===== src/rtl/simt_pkg.sv =====
// Package: shared operation encoding for the lane mask stack.
// Assumes: one operation is chosen per cycle by the controller.
package simt_pkg;
    typedef enum logic [2:0] {
        OP_IDLE  = 3'd0,
        OP_PUSH  = 3'd1,
        OP_SWAP  = 3'd2,
        OP_POP   = 3'd3,
        OP_OVF   = 3'd4,
        OP_UNF   = 3'd5
    } stk_op_e;
endpackage


===== src/rtl/simt_split.sv =====
// Module: simt_split
// Splits the enabled lanes by a branch condition into taken and waiting
// sets and tells whether the branch diverges.
// Assumes: purely combinational, any lane count.
module simt_split #(
    parameter int LANES = 32
) (
    input  logic [LANES-1:0] enabled,
    input  logic [LANES-1:0] cond,
    output logic [LANES-1:0] taken,
    output logic [LANES-1:0] waiting,
    output logic             diverges
);
    // Partition the enabled lanes and test that both sides are populated.
    always_comb begin
        taken    = enabled & cond;
        waiting  = enabled & ~cond;
        diverges = (|taken) && (|waiting);
    end
endmodule


===== src/rtl/simt_ctrl.sv =====
// Module: simt_ctrl
// Chooses the single stack operation for this cycle from the strobes and
// the current depth; reconvergence outranks else, else outranks branch.
// Assumes: depth never exceeds DEPTH.
module simt_ctrl
    import simt_pkg::*;
#(
    parameter int DEPTH = 8,
    localparam int DW   = $clog2(DEPTH + 1)
) (
    input  logic          br,
    input  logic          el,
    input  logic          rc,
    input  logic [DW-1:0] depth,
    output stk_op_e       op
);
    localparam logic [DW-1:0] FULL = DW'(DEPTH);

    logic empty;
    logic full;

    // Stack occupancy tests.
    always_comb begin
        empty = (depth == '0);
        full  = (depth == FULL);
    end

    // Priority decode of the strobes into one operation.
    always_comb begin
        if (rc)      op = empty ? OP_UNF : OP_POP;
        else if (el) op = empty ? OP_UNF : OP_SWAP;
        else if (br) op = full  ? OP_OVF : OP_PUSH;
        else         op = OP_IDLE;
    end
endmodule


===== src/rtl/simt_stack_mem.sv =====
// Module: simt_stack_mem
// Storage of DEPTH entries, each holding the pre-branch mask and the
// waiting-lane mask; written at wr_idx on push, read at rd_idx.
// Assumes: the caller only reads entries it has written.
module simt_stack_mem #(
    parameter int LANES = 32,
    parameter int DEPTH = 8,
    localparam int IW   = (DEPTH > 1) ? $clog2(DEPTH) : 1
) (
    input  logic             clk,
    input  logic             rst_n,
    input  logic             push,
    input  logic [IW-1:0]    wr_idx,
    input  logic [LANES-1:0] saved_in,
    input  logic [LANES-1:0] wait_in,
    input  logic [IW-1:0]    rd_idx,
    output logic [LANES-1:0] top_saved,
    output logic [LANES-1:0] top_wait
);
    logic [LANES-1:0] saved_q [DEPTH];
    logic [LANES-1:0] wait_q  [DEPTH];

    for (genvar i = 0; i < DEPTH; i++) begin : g_entry
        // Capture one entry when it is the push target.
        always_ff @(posedge clk) begin
            if (!rst_n) begin
                saved_q[i] <= '0;
                wait_q[i]  <= '0;
            end else if (push && (wr_idx == IW'(i))) begin
                saved_q[i] <= saved_in;
                wait_q[i]  <= wait_in;
            end
        end
    end

    // Read port for the innermost entry.
    always_comb begin
        top_saved = saved_q[rd_idx];
        top_wait  = wait_q[rd_idx];
    end
endmodule


===== src/rtl/simt_mask_stack.sv =====
// Module: simt_mask_stack
// Tracks the enabled lane mask across nested divergent branches using a
// mask stack; error flags are one-cycle pulses that leave state untouched.
// Assumes: synchronous active-low reset, DEPTH >= 2.
module simt_mask_stack
    import simt_pkg::*;
#(
    parameter int LANES = 32,
    parameter int DEPTH = 8,
    localparam int DW   = $clog2(DEPTH + 1),
    localparam int IW   = (DEPTH > 1) ? $clog2(DEPTH) : 1
) (
    input  logic             clk,
    input  logic             rst_n,
    input  logic [LANES-1:0] cond_lanes,
    input  logic             br_strobe,
    input  logic             else_strobe,
    input  logic             reconv_strobe,
    output logic [LANES-1:0] active_mask,
    output logic [DW-1:0]    depth,
    output logic             overflow,
    output logic             underflow
);
    logic [LANES-1:0] mask_q;
    logic [DW-1:0]    depth_q;
    logic             ovf_q;
    logic             unf_q;

    logic [LANES-1:0] taken;
    logic [LANES-1:0] waiting;
    logic             diverges;
    logic [LANES-1:0] top_saved;
    logic [LANES-1:0] top_wait;
    logic [IW-1:0]    wr_idx;
    logic [IW-1:0]    rd_idx;
    stk_op_e          op;

    simt_split #(.LANES(LANES)) u_split (
        .enabled  (mask_q),
        .cond     (cond_lanes),
        .taken    (taken),
        .waiting  (waiting),
        .diverges (diverges)
    );

    simt_ctrl #(.DEPTH(DEPTH)) u_ctrl (
        .br    (br_strobe),
        .el    (else_strobe),
        .rc    (reconv_strobe),
        .depth (depth_q),
        .op    (op)
    );

    // Stack pointers: next free slot and innermost used slot.
    always_comb begin
        wr_idx = depth_q[IW-1:0];
        rd_idx = IW'(depth_q - DW'(1));
    end

    simt_stack_mem #(.LANES(LANES), .DEPTH(DEPTH)) u_mem (
        .clk       (clk),
        .rst_n     (rst_n),
        .push      (op == OP_PUSH),
        .wr_idx    (wr_idx),
        .saved_in  (mask_q),
        .wait_in   (waiting),
        .rd_idx    (rd_idx),
        .top_saved (top_saved),
        .top_wait  (top_wait)
    );

    // Apply the chosen operation to the mask, depth and error pulses.
    always_ff @(posedge clk) begin
        if (!rst_n) begin
            mask_q  <= '1;
            depth_q <= '0;
            ovf_q   <= 1'b0;
            unf_q   <= 1'b0;
        end else begin
            ovf_q <= 1'b0;
            unf_q <= 1'b0;
            case (op)
                OP_PUSH: begin
                    depth_q <= depth_q + DW'(1);
                    if (diverges) mask_q <= taken;
                end
                OP_SWAP: mask_q <= top_wait & top_saved;
                OP_POP: begin
                    mask_q  <= top_saved;
                    depth_q <= depth_q - DW'(1);
                end
                OP_OVF:  ovf_q <= 1'b1;
                OP_UNF:  unf_q <= 1'b1;
                default: ;
            endcase
        end
    end

    // Drive the outputs from state.
    always_comb begin
        active_mask = mask_q;
        depth       = depth_q;
        overflow    = ovf_q;
        underflow   = unf_q;
    end

    // an overflow pulse comes with no change of depth or mask.
    a_r6_overflow_frozen: assert property (@(posedge clk) disable iff (!rst_n)
        overflow |-> (depth == DW'(DEPTH)) && $stable(depth) && $stable(active_mask));

    // an underflow pulse only occurs on an empty stack that stayed empty.
    a_r7_underflow_empty: assert property (@(posedge clk) disable iff (!rst_n)
        underflow |-> (depth == '0) && $stable(active_mask));

    // the two error pulses never coincide.
    a_r10_flags_exclusive: assert property (@(posedge clk) disable iff (!rst_n)
        !(overflow && underflow));

    // a reconvergence on a non-empty stack lowers the depth by one.
    a_r5_pop_steps_down: assert property (@(posedge clk) disable iff (!rst_n)
        (reconv_strobe && depth != '0) |=> (depth == $past(depth) - DW'(1)));

    // a branch never enables a lane that was idle before it.
    a_r2_branch_narrows: assert property (@(posedge clk) disable iff (!rst_n)
        (br_strobe && !else_strobe && !reconv_strobe) |=>
        ((active_mask & ~$past(active_mask)) == '0));

    // a reconvergence strobe wins over a simultaneous branch strobe.
    a_r8_reconv_first: assert property (@(posedge clk) disable iff (!rst_n)
        (reconv_strobe && br_strobe && depth != '0) |=> !overflow && (depth < $past(depth)));
endmodule


===== config.mk =====
export PLATFORM = sky130hd
export DESIGN_NAME = simt_mask_stack
export DESIGN_NICKNAME = d
export VERILOG_FILES = /design/src/rtl/simt_pkg.sv /design/src/rtl/simt_split.sv /design/src/rtl/simt_ctrl.sv /design/src/rtl/simt_stack_mem.sv /design/src/rtl/simt_mask_stack.sv
export SDC_FILE = /design/constraint.sdc
export NUM_CORES = 1
export LEC_CHECK = 0
export ABC_CLOCK_PERIOD_IN_PS = 10200
export BUFFER_PORTS_ARGS = -buffer_cell sky130_fd_sc_hd__buf_4
export CAP_MARGIN = 10
export CORE_MARGIN = 2
export CORE_UTILIZATION = 45
export CTS_CLUSTER_SIZE = 40
export DETAILED_ROUTE_END_ITERATION = 12
export PLACE_DENSITY_LB_ADDON = 0.15
export SKIP_LAST_GASP = 1
export SYNTH_ARGS = -nofsm -noshare
export SYNTH_HDL_FRONTEND = slang
export SYNTH_HIERARCHICAL = 1
export SYNTH_SLANG_ARGS = --single-unit

===== constraint.sdc =====
create_clock -name clk -period 10.2 [get_ports clk]
set_input_delay 2.04 -clock clk [delete_from_list [all_inputs] [get_ports clk]]
set_output_delay 2.04 -clock clk [all_outputs]
set_load 0.005 [all_outputs]

==> run summary, run 1 <==
Root Driver - clkbuf_16
Initial Util - 0.455
vias in the first global route - 15623
Layout area overhead - 11.9%
number of routed nets with antenna violations - 0
Post-CTS Hold Buffers - 0
syn_nets - 1794
initial DRC count - 1384
YS warnings - 6
outcome - completed
post-route cell area - 28000 um^2
Storage cell area - 16100 um^2
placed insts - 2437
ordered list of cells on the worst path - buf_4, o31a_1, o31ai_4, buf_4, or2b_1, nor2_1, nand2_1, o21ai_4, buf_4
CP arrival - 5.87 ns
layout cells sized above 1 - 0.219
Bufs on Longest Clock Path - 3
via count - 15468
# Max-Cap Violations - 0
Layout fillers - 4686
RSZ-0062 raised after global routing - no
Max Clock Freq - 177 MHz
antenna violations before repair - 1
TritonCTS Buffers - 58
post-synthesis cell type count - 46
FF+latch count, synth - 550
final setup skew - 0.0225 ns
worst skew pair latency - 0.63 ns
sw power - 3.05 mW
htree depth - 2
vias per std cell - 6.08
area leader, netlist - edfxtp_1
critical path peak fanout - 45
CTS resizes - 0
CP bufs+invs - 3
CP endpoint kind - flip-flop
Clk pwr share - 0.246
Syn Inst Count - 1755
Avg Synthesized Cell Area - 14.3 um^2
Comb power frac - 0.388
Synth top area share - 0.615
share of synthesized area occupied by flip-flops and latches - 0.645
crit path kind - input port to flip-flop
clk sinks - 550
multi-input combinational cell area - 8030 um^2
final count of pins violating max slew - 0
Post-DP Area - 26200 um^2
grt total ovfl - 0
clock transition at the registers of the reported paths - 0.06 ns
setup bufs post-CTS - 0
Remaining DRCs - 0
asr flop ratio synth - 0
period utilization - 0.553
Worst Hold Class - flip-flop to flip-flop
global-route wire length before repair - 102000 um
internal power - 5.34 mW
die area - 57500 um^2
P per Cell Area - 300 nW/um^2
slowest stage cell, crit path - buf_4
Die W - 240 um
Synth Flop Type - edfxtp_1
drt total wl - 68100 um
CTS tree - yes
most used cell, CP - buf_4
post-detail-place hpwl - 35300 um
CP required - 10.43 ns
Peak VDD IR - 0.000245 V
PortBufs - 74
# rows - 86
minimum clock period - 5.64 ns
Die H - 240 um
number of synthesized flops with an enable pin - 512
largest net degree at the start of global routing - 183
GP Congestion - 0.746
gr usage total - 0.241
Relative slew margins - 0.269
Synth area leaders - edfxtp_1 (61%), mux4_2 (12%), nor3_1 (10%)
Top delay family on crit path - buffers and inverters
final-report hold violation count - 0
n_diodes - 0
Final TNS setup - 0 ns
io pins - 75
CP startpoint kind - input port
Critical Path Max Stage Delay - 0.84 ns
Avg WL per Cell - 26.7 um
Leak - 9.16 nW
top cells by count, synth - edfxtp_1 (512), nor3_1 (512), clkbuf_1 (130)
Reg power frac - 0.366
CORE AREA - 55000 um^2
Least-Margin Pin Slew - 1.10 ns
Finished Layout Cells - 2546
NumNets Final - 1788
Sw Ratio - 0.364
Setup violations, final - 0
cell area after synthesis - 25000 um^2
drt pass-1 iters - 6
[sequential cells by signal, indices dropped and copies added (netlist names)]
register       count
u_mem/wait_q     256
active_mask       32
overflow           1
underflow          1
u_mem/saved_q    256
depth              4
[kinds of logic after synthesis]
group / count (synthesis) / share of synthesized area
simple gates: 685 / 0.143
flops: 550 / 0.645
buf+inv: 237 / 0.0408
mux: 194 / 0.145
compound gates: 84 / 0.0242
xor+xnor: 3 / 0.00105
fa+ha+maj: 2 / 0.00100
[path summary, 6_finish.rpt]
path | endpoint | slack (ns) | cells past startpoint | from
max | u_mem/saved_q[4][10] | 4.56 | 9 | else_strobe
min | depth[3] | 0.54 | 2 | depth[3]
max reg2reg | u_mem/saved_q[4][10] | 5.30 | 8 | depth[0]
min reg2reg | depth[3] | 0.54 | 2 | depth[3]
[placed cells by master, fill, tap and decap left out, types with 3 or more instances in the layout]
cell type and count:
clkbuf_16 61, clkinv_2 8, buf_4 101, or3_1 3
or4_1 8, o21ai_4 9, clkinv_1 72, o32a_1 32
mux4_2 128, mux2_2 64, nor2_1 36, edfxtp_1 512
clkbuf_1 23, nor4_1 10, clkbuf_8 8, and2_1 63
nor3_1 512, a21oi_1 3, o21ai_0 33, nor2b_1 32
dfxtp_1 38, inv_1 3
[area by class of cell]
class / count / share of cell area
multi-input cells: 968 / 0.287
flip-flops and latches: 550 / 0.576
well taps: 748 / 0.0334
repair buffers: 102 / 0.0278
inverters: 69 / 0.00956
clock buffers: 92 / 0.0615
clock inverters: 17 / 0.00447
[per-stage QoR]
stage	utilization	power, mW	setup slack (ns)	hold WS (ns)
after detailed placement	0.476	6.38	3.94	0.534
after global routing	0.509	8.77	4.35	0.567
after floorplan	-	5.38	1.64	0.500
final	0.509	8.39	4.56	0.537
after CTS	0.509	8.44	4.56	0.544
after global placement	0.476	6.34	4.01	0.522
[worst min-delay path, cell delays in order (launching register included)]
cell and delay, ns:
dfxtp_1 0.36, nand2_1 0.08, mux2i_1 0.05
[power by group through the flow]
stage	logic [mW]	clock network (mW)	registers [mW]
floorplan	2.30	0	3.08
global placement	3.23	0	3.11
detailed placement	3.26	0	3.12
CTS	3.27	2.09	3.08
global route	3.48	2.18	3.11
finish	3.25	2.07	3.07
[layer usage]
| layer | up-vias | share of wire | wire length [um] | global-route usage |
|---|---|---|---|---|
| met1 | 8029 | 0.44 | 30000 | 0.350 |
| met3 | 91 | 0.063 | 4280 | 0.0338 |
| li1 | 6834 | - | - | - |
| met4 | 2 | 0.019 | 1290 | 0.0614 |
| met2 | 512 | 0.48 | 32500 | 0.386 |
| met5 | - | 0.00019 | 13 | 0 |
(Power assumes the default switching activity.)
==> run 2, diff against run 1 <==
--- a/config.mk
+++ b/config.mk
@@ -5,7 +5,7 @@
 export SDC_FILE = /design/constraint.sdc
 export NUM_CORES = 1
 export LEC_CHECK = 0
-export ABC_CLOCK_PERIOD_IN_PS = 10200
+export ABC_CLOCK_PERIOD_IN_PS = 4600
 export BUFFER_PORTS_ARGS = -buffer_cell sky130_fd_sc_hd__buf_4
 export CAP_MARGIN = 10
 export CORE_MARGIN = 2
==> constraint.sdc (replaced) <==
create_clock -name clk -period 4.6 [get_ports clk]
set_input_delay 0.92 -clock clk [delete_from_list [all_inputs] [get_ports clk]]
set_output_delay 0.92 -clock clk [all_outputs]
set_load 0.005 [all_outputs]
==> run summary, run 2 (synthesis results as in run 1) <==
crit path kind - flip-flop to flip-flop
Die W - 240 um
Leak - 9.28 nW
Peak VDD IR - 0.000551 V
worst skew pair latency - 0.60 ns
final count of pins violating max slew - 0
number of routed nets with antenna violations - 0
TritonCTS Buffers - 55
final-report hold violation count - 0
critical path peak fanout - 33
CP endpoint kind - flip-flop
r2r startpoint - depth[0]
Final TNS setup - 0 ns
Setup violations, final - 0
antenna violations before repair - 2
grt total ovfl - 0
outcome - completed
Critical Path Max Stage Delay - 0.75 ns
Hold Path Origin - active_mask[9]
post-detail-place hpwl - 36000 um
most frequent cells in the layout - nor3_1 (512), edfxtp_1 (512), mux4_2 (128)
M3 GR Usage - 0.0318
drt pass-1 iters - 5
initial DRC count - 1191
Die H - 240 um
Post-CTS Hold Buffers - 0
GP Congestion - 0.760
Layout fillers - 4643
period utilization - 0.783
via count - 15400
layout cells sized above 1 - 0.230
drt total wl - 66300 um
CP arrival - 4.09 ns
GRT Max-Usage Layer - met2
slowest stage cell, crit path - dfxtp_1
Max Clock Freq - 278 MHz
CP startpoint - depth[0]
CP required - 5.09 ns
die area - 57500 um^2
Global Route met2 Usage - 0.381
setup bufs post-CTS - 0
# Max-Cap Violations - 0
Layout area overhead - 12.7%
Worst Hold Class - flip-flop to flip-flop
final setup skew - 0.0158 ns
clk sinks - 550
vias per std cell - 6.02
# rows - 86
met1 usage - 0.337
Initial Util - 0.455
gr usage total - 0.236
CP startpoint kind - flip-flop
Remaining DRCs - 0
io pins - 75
vias in the first global route - 15803
ordered list of cells on the worst path - inv_8, ha_1, xor2_4, buf_4, mux4_2, mux2_2, o21ai_0, nor2_1, o32a_1
Finished Layout Cells - 2560
RSZ-0062 raised after global routing - no
PortBufs - 74
CORE AREA - 55000 um^2
CTS resizes - 0
r2r setup slk - 1.0 ns
Relative slew margins - 0.225
global-route wire length before repair - 100000 um
P per Cell Area - 656 nW/um^2
Bufs on Longest Clock Path - 3
Storage cell area - 16100 um^2
NumNets Final - 1804
placed insts - 2456
Least-Margin Pin Slew - 1.16 ns
largest net degree at the start of global routing - 97
Avg WL per Cell - 25.9 um
clock transition at the registers of the reported paths - 0.06 ns
Root Driver - clkbuf_16
htree depth - 2
multi-input combinational cell area - 8030 um^2
minimum clock period - 3.60 ns
CTS tree - yes
run 2: cell types whose count changed in the layout (fill, tap and decap cells not counted), sizes merged:
cell      previous run  this run
buf                102       121
clkbuf              92        65
bufinv               2         4
clkinv              80        97
diode                0         2
clkinvlp             0         1
run 2: layout make-up:
| type | count | area share |
|---|---|---|
| repair buffers | 121 | 0.0389 |
| well taps | 748 | 0.0332 |
| inverters | 69 | 0.00949 |
| flip-flops and latches | 550 | 0.572 |
| multi-input cells | 968 | 0.285 |
| clock buffers | 65 | 0.0516 |
| diodes | 2 | 0.000177 |
| clock inverters | 37 | 0.00963 |
run 2: worst paths after layout:
| kind | depth (start not counted) | to |
|---|---|---|
| worst min-delay path | 1 | active_mask[9] |
| worst max register to register | 9 | active_mask[28] |
| worst max-delay path | 9 | active_mask[28] |
| worst min register to register | 1 | active_mask[9] |
run 2: worst max-delay path, delay by kind of cell, from the launching register on:
kind,cells,cell delay [ns]
buf+inv,2,0.70
fa+ha+maj,1,0.34
mux,2,0.68
simple gates,1,0.07
xor+xnor,1,0.28
compound gates,2,0.61
flops,1,0.75
run 2: metrics by stage:
| step | instance area (um^2) | utilization | setup slack, ns | hold slack (ns) | power, mW |
|---|---|---|---|---|---|
| 3_3_place_gp | 26500 | 0.481 | 1.01 | 0.519 | 14.2 |
| 5_1_grt | 28200 | 0.513 | 0.837 | 0.579 | 19.4 |
| 3_5_place_dp | 26500 | 0.481 | 0.951 | 0.533 | 14.3 |
| 4_1_cts | 28200 | 0.513 | 1.01 | 0.547 | 18.7 |
| 2_1_floorplan | 25000 | - | -1.13 | 0.500 | 11.9 |
| 6_report | 28200 | 0.513 | 0.998 | 0.541 | 18.5 |
run 2: layer usage:
layer | up-vias | part of all wire
li1 | 6861 | -
met1 | 7915 | 0.44
met2 | 525 | 0.48
met3 | 99 | 0.061
met4 | 0 | 0.026
met5 | - | 0
run 2: report_power, final:
part | internal, mW | switching, mW
Combinational | 2.91 | 4.41
Sequential | 6.40 | 0.435
Clock | 2.47 | 1.87
Total | 11.8 | 6.71
==> run 3, diff against run 2 <==
--- a/config.mk
+++ b/config.mk
@@ -5,7 +5,7 @@
 export SDC_FILE = /design/constraint.sdc
 export NUM_CORES = 1
 export LEC_CHECK = 0
-export ABC_CLOCK_PERIOD_IN_PS = 4600
+export ABC_CLOCK_PERIOD_IN_PS = 3600
 export BUFFER_PORTS_ARGS = -buffer_cell sky130_fd_sc_hd__buf_4
 export CAP_MARGIN = 10
 export CORE_MARGIN = 2
==> constraint.sdc (replaced) <==
create_clock -name clk -period 3.6 [get_ports clk]
set_input_delay 0.72 -clock clk [delete_from_list [all_inputs] [get_ports clk]]
set_output_delay 0.72 -clock clk [all_outputs]
set_load 0.005 [all_outputs]
==> run summary, run 3 (synthesis results as in run 1) <==
post-detail-place hpwl - 36200 um
WHS Path Cells - 3
htree depth - 2
largest net degree at the start of global routing - 129
sw power - 8.71 mW
Layout area overhead - 13.6%
Post-DP Area - 26800 um^2
CP startpoint kind - flip-flop
Initial Util - 0.455
grt total ovfl - 0
total power - 23.9 mW
# Max-Cap Violations - 0
die area - 57500 um^2
NumNets Final - 1826
Peak VDD IR - 0.000686 V
final-report hold violation count - 0
Leak - 9.38 nW
Die H - 240 um
Final TNS setup - 0 ns
r2r setup slk - 0.30 ns
worst skew pair latency - 0.62 ns
drt total wl - 66800 um
gr usage total - 0.239
clock transition at the registers of the reported paths - 0.06 ns
Bufs on Longest Clock Path - 3
met3 wire len - 4180 um
antenna violations before repair - 0
outcome - completed
Setup violations, final - 0
global-route wire length before repair - 102000 um
CP required - 3.83 ns
CTS tree - yes
Hold Path Origin - rst_n
via count - 15530
wire length on met2 - 32400 um
Worst Hold Class - input port to flip-flop
vias per std cell - 6.02
final setup skew - 0.0263 ns
internal power - 15.2 mW
Die W - 240 um
hold path endpoint - depth[3]
drt pass-1 iters - 6
critical path peak fanout - 36
clk sinks - 550
vias in the first global route - 15917
initial DRC count - 1407
# rows - 86
Finished Layout Cells - 2579
setup bufs post-CTS - 0
P per Cell Area - 840 nW/um^2
post-route cell area - 28400 um^2
top sig layer - met4
minimum clock period - 3.30 ns
endpoint of the worst register-to-register path - u_mem/saved_q[0][30]
Least-Margin Pin Slew - 0.768 ns
Root Driver - clkbuf_16
Post-CTS Hold Buffers - 0
n_diodes - 0
layout cells sized above 1 - 0.231
RSZ-0062 raised after global routing - no
CP endpoint kind - flip-flop
GP Congestion - 0.777
number of routed nets with antenna violations - 0
hold slack - 0.544 ns
Remaining DRCs - 0
Reg power frac - 0.364
Avg WL per Cell - 25.9 um
Relative slew margins - 0.488
Metal-1 WL - 29000 um
cells on worst reg2reg path - 7
Comb power frac - 0.413
TritonCTS Buffers - 57
period utilization - 0.916
CP arrival - 3.53 ns
placed insts - 2475
PortBufs - 74
crit path kind - flip-flop to flip-flop
r2r startpoint - depth[0]
CORE AREA - 55000 um^2
CTS resizes - 0
most frequent cells in the layout - nor3_1 (512), edfxtp_1 (512), mux4_2 (128)
final count of pins violating max slew - 0
io pins - 75
Clk pwr share - 0.223
Sw Ratio - 0.364
Max Clock Freq - 303 MHz
-- run 3: changes by cell type in the layout (fill, tap and decap cells not counted) --
cell	previous run	this run
buf_12	15	28
clkinv_2	20	8
clkbuf_8	0	2
clkbuf_1	8	18
buf_4	106	113
clkinvlp_4	1	0
bufinv_16	4	0
diode_2	2	0
inv_6	0	2
clkinv_1	77	81
-- run 3: how the worst max path moves through the flow --
stage,start,to,cells after the start
finish,depth[0],u_mem/saved_q[0][30],7
floorplan,else_strobe,u_mem/saved_q[0][0],7
detailed placement,cond_lanes[14],active_mask[26],9
global placement,else_strobe,active_mask[29],7
global route,depth[0],u_mem/saved_q[0][31],7
CTS,depth[0],active_mask[26],6
-- run 3: power by group through the flow --
stage / sequential [mW] / combinational [mW] / clock [mW]
finish: 8.68 / 9.87 / 5.33
detailed placement: 8.81 / 9.84 / 0
CTS: 8.68 / 9.86 / 5.44
global route: 8.78 / 10.5 / 5.65
global placement: 8.76 / 9.78 / 0
floorplan: 8.62 / 6.59 / 0
-- run 3: per-stage QoR --
step	util	setup WS (ns)
after global routing	0.517	0.156
after CTS	0.516	0.184
final	0.517	0.303
after floorplan	-	0.00283
after global placement	0.487	0.202
after detailed placement	0.487	0.145
-- run 3: area by class of cell --
class	count	area, um^2
Fill cell	4671	26600
Sequential cell	550	16100
Multi-Input combinational cell	968	8030
Clock buffer	77	1520
Timing Repair Buffer	141	1410
Tap cell	748	936
Inverter	69	268
Clock inverter	26	116
-- run 3: routing by layer --
metal  vias to the layer above  global-route usage
li1                       6912                   -
met1                      8022               0.340
met2                       509               0.388
met3                        87              0.0378
met4                         0              0.0564
met5                         -                   0
-- run 3: critical path, cell delays in order (launching register included) --
cell,delay (ns)
dfxtp_1,0.51
o31a_1,0.40
o31ai_4,0.27
or2b_1,0.27
nor2_1,0.27
nand2b_1,0.30
o21ai_4,0.27
buf_4,0.58
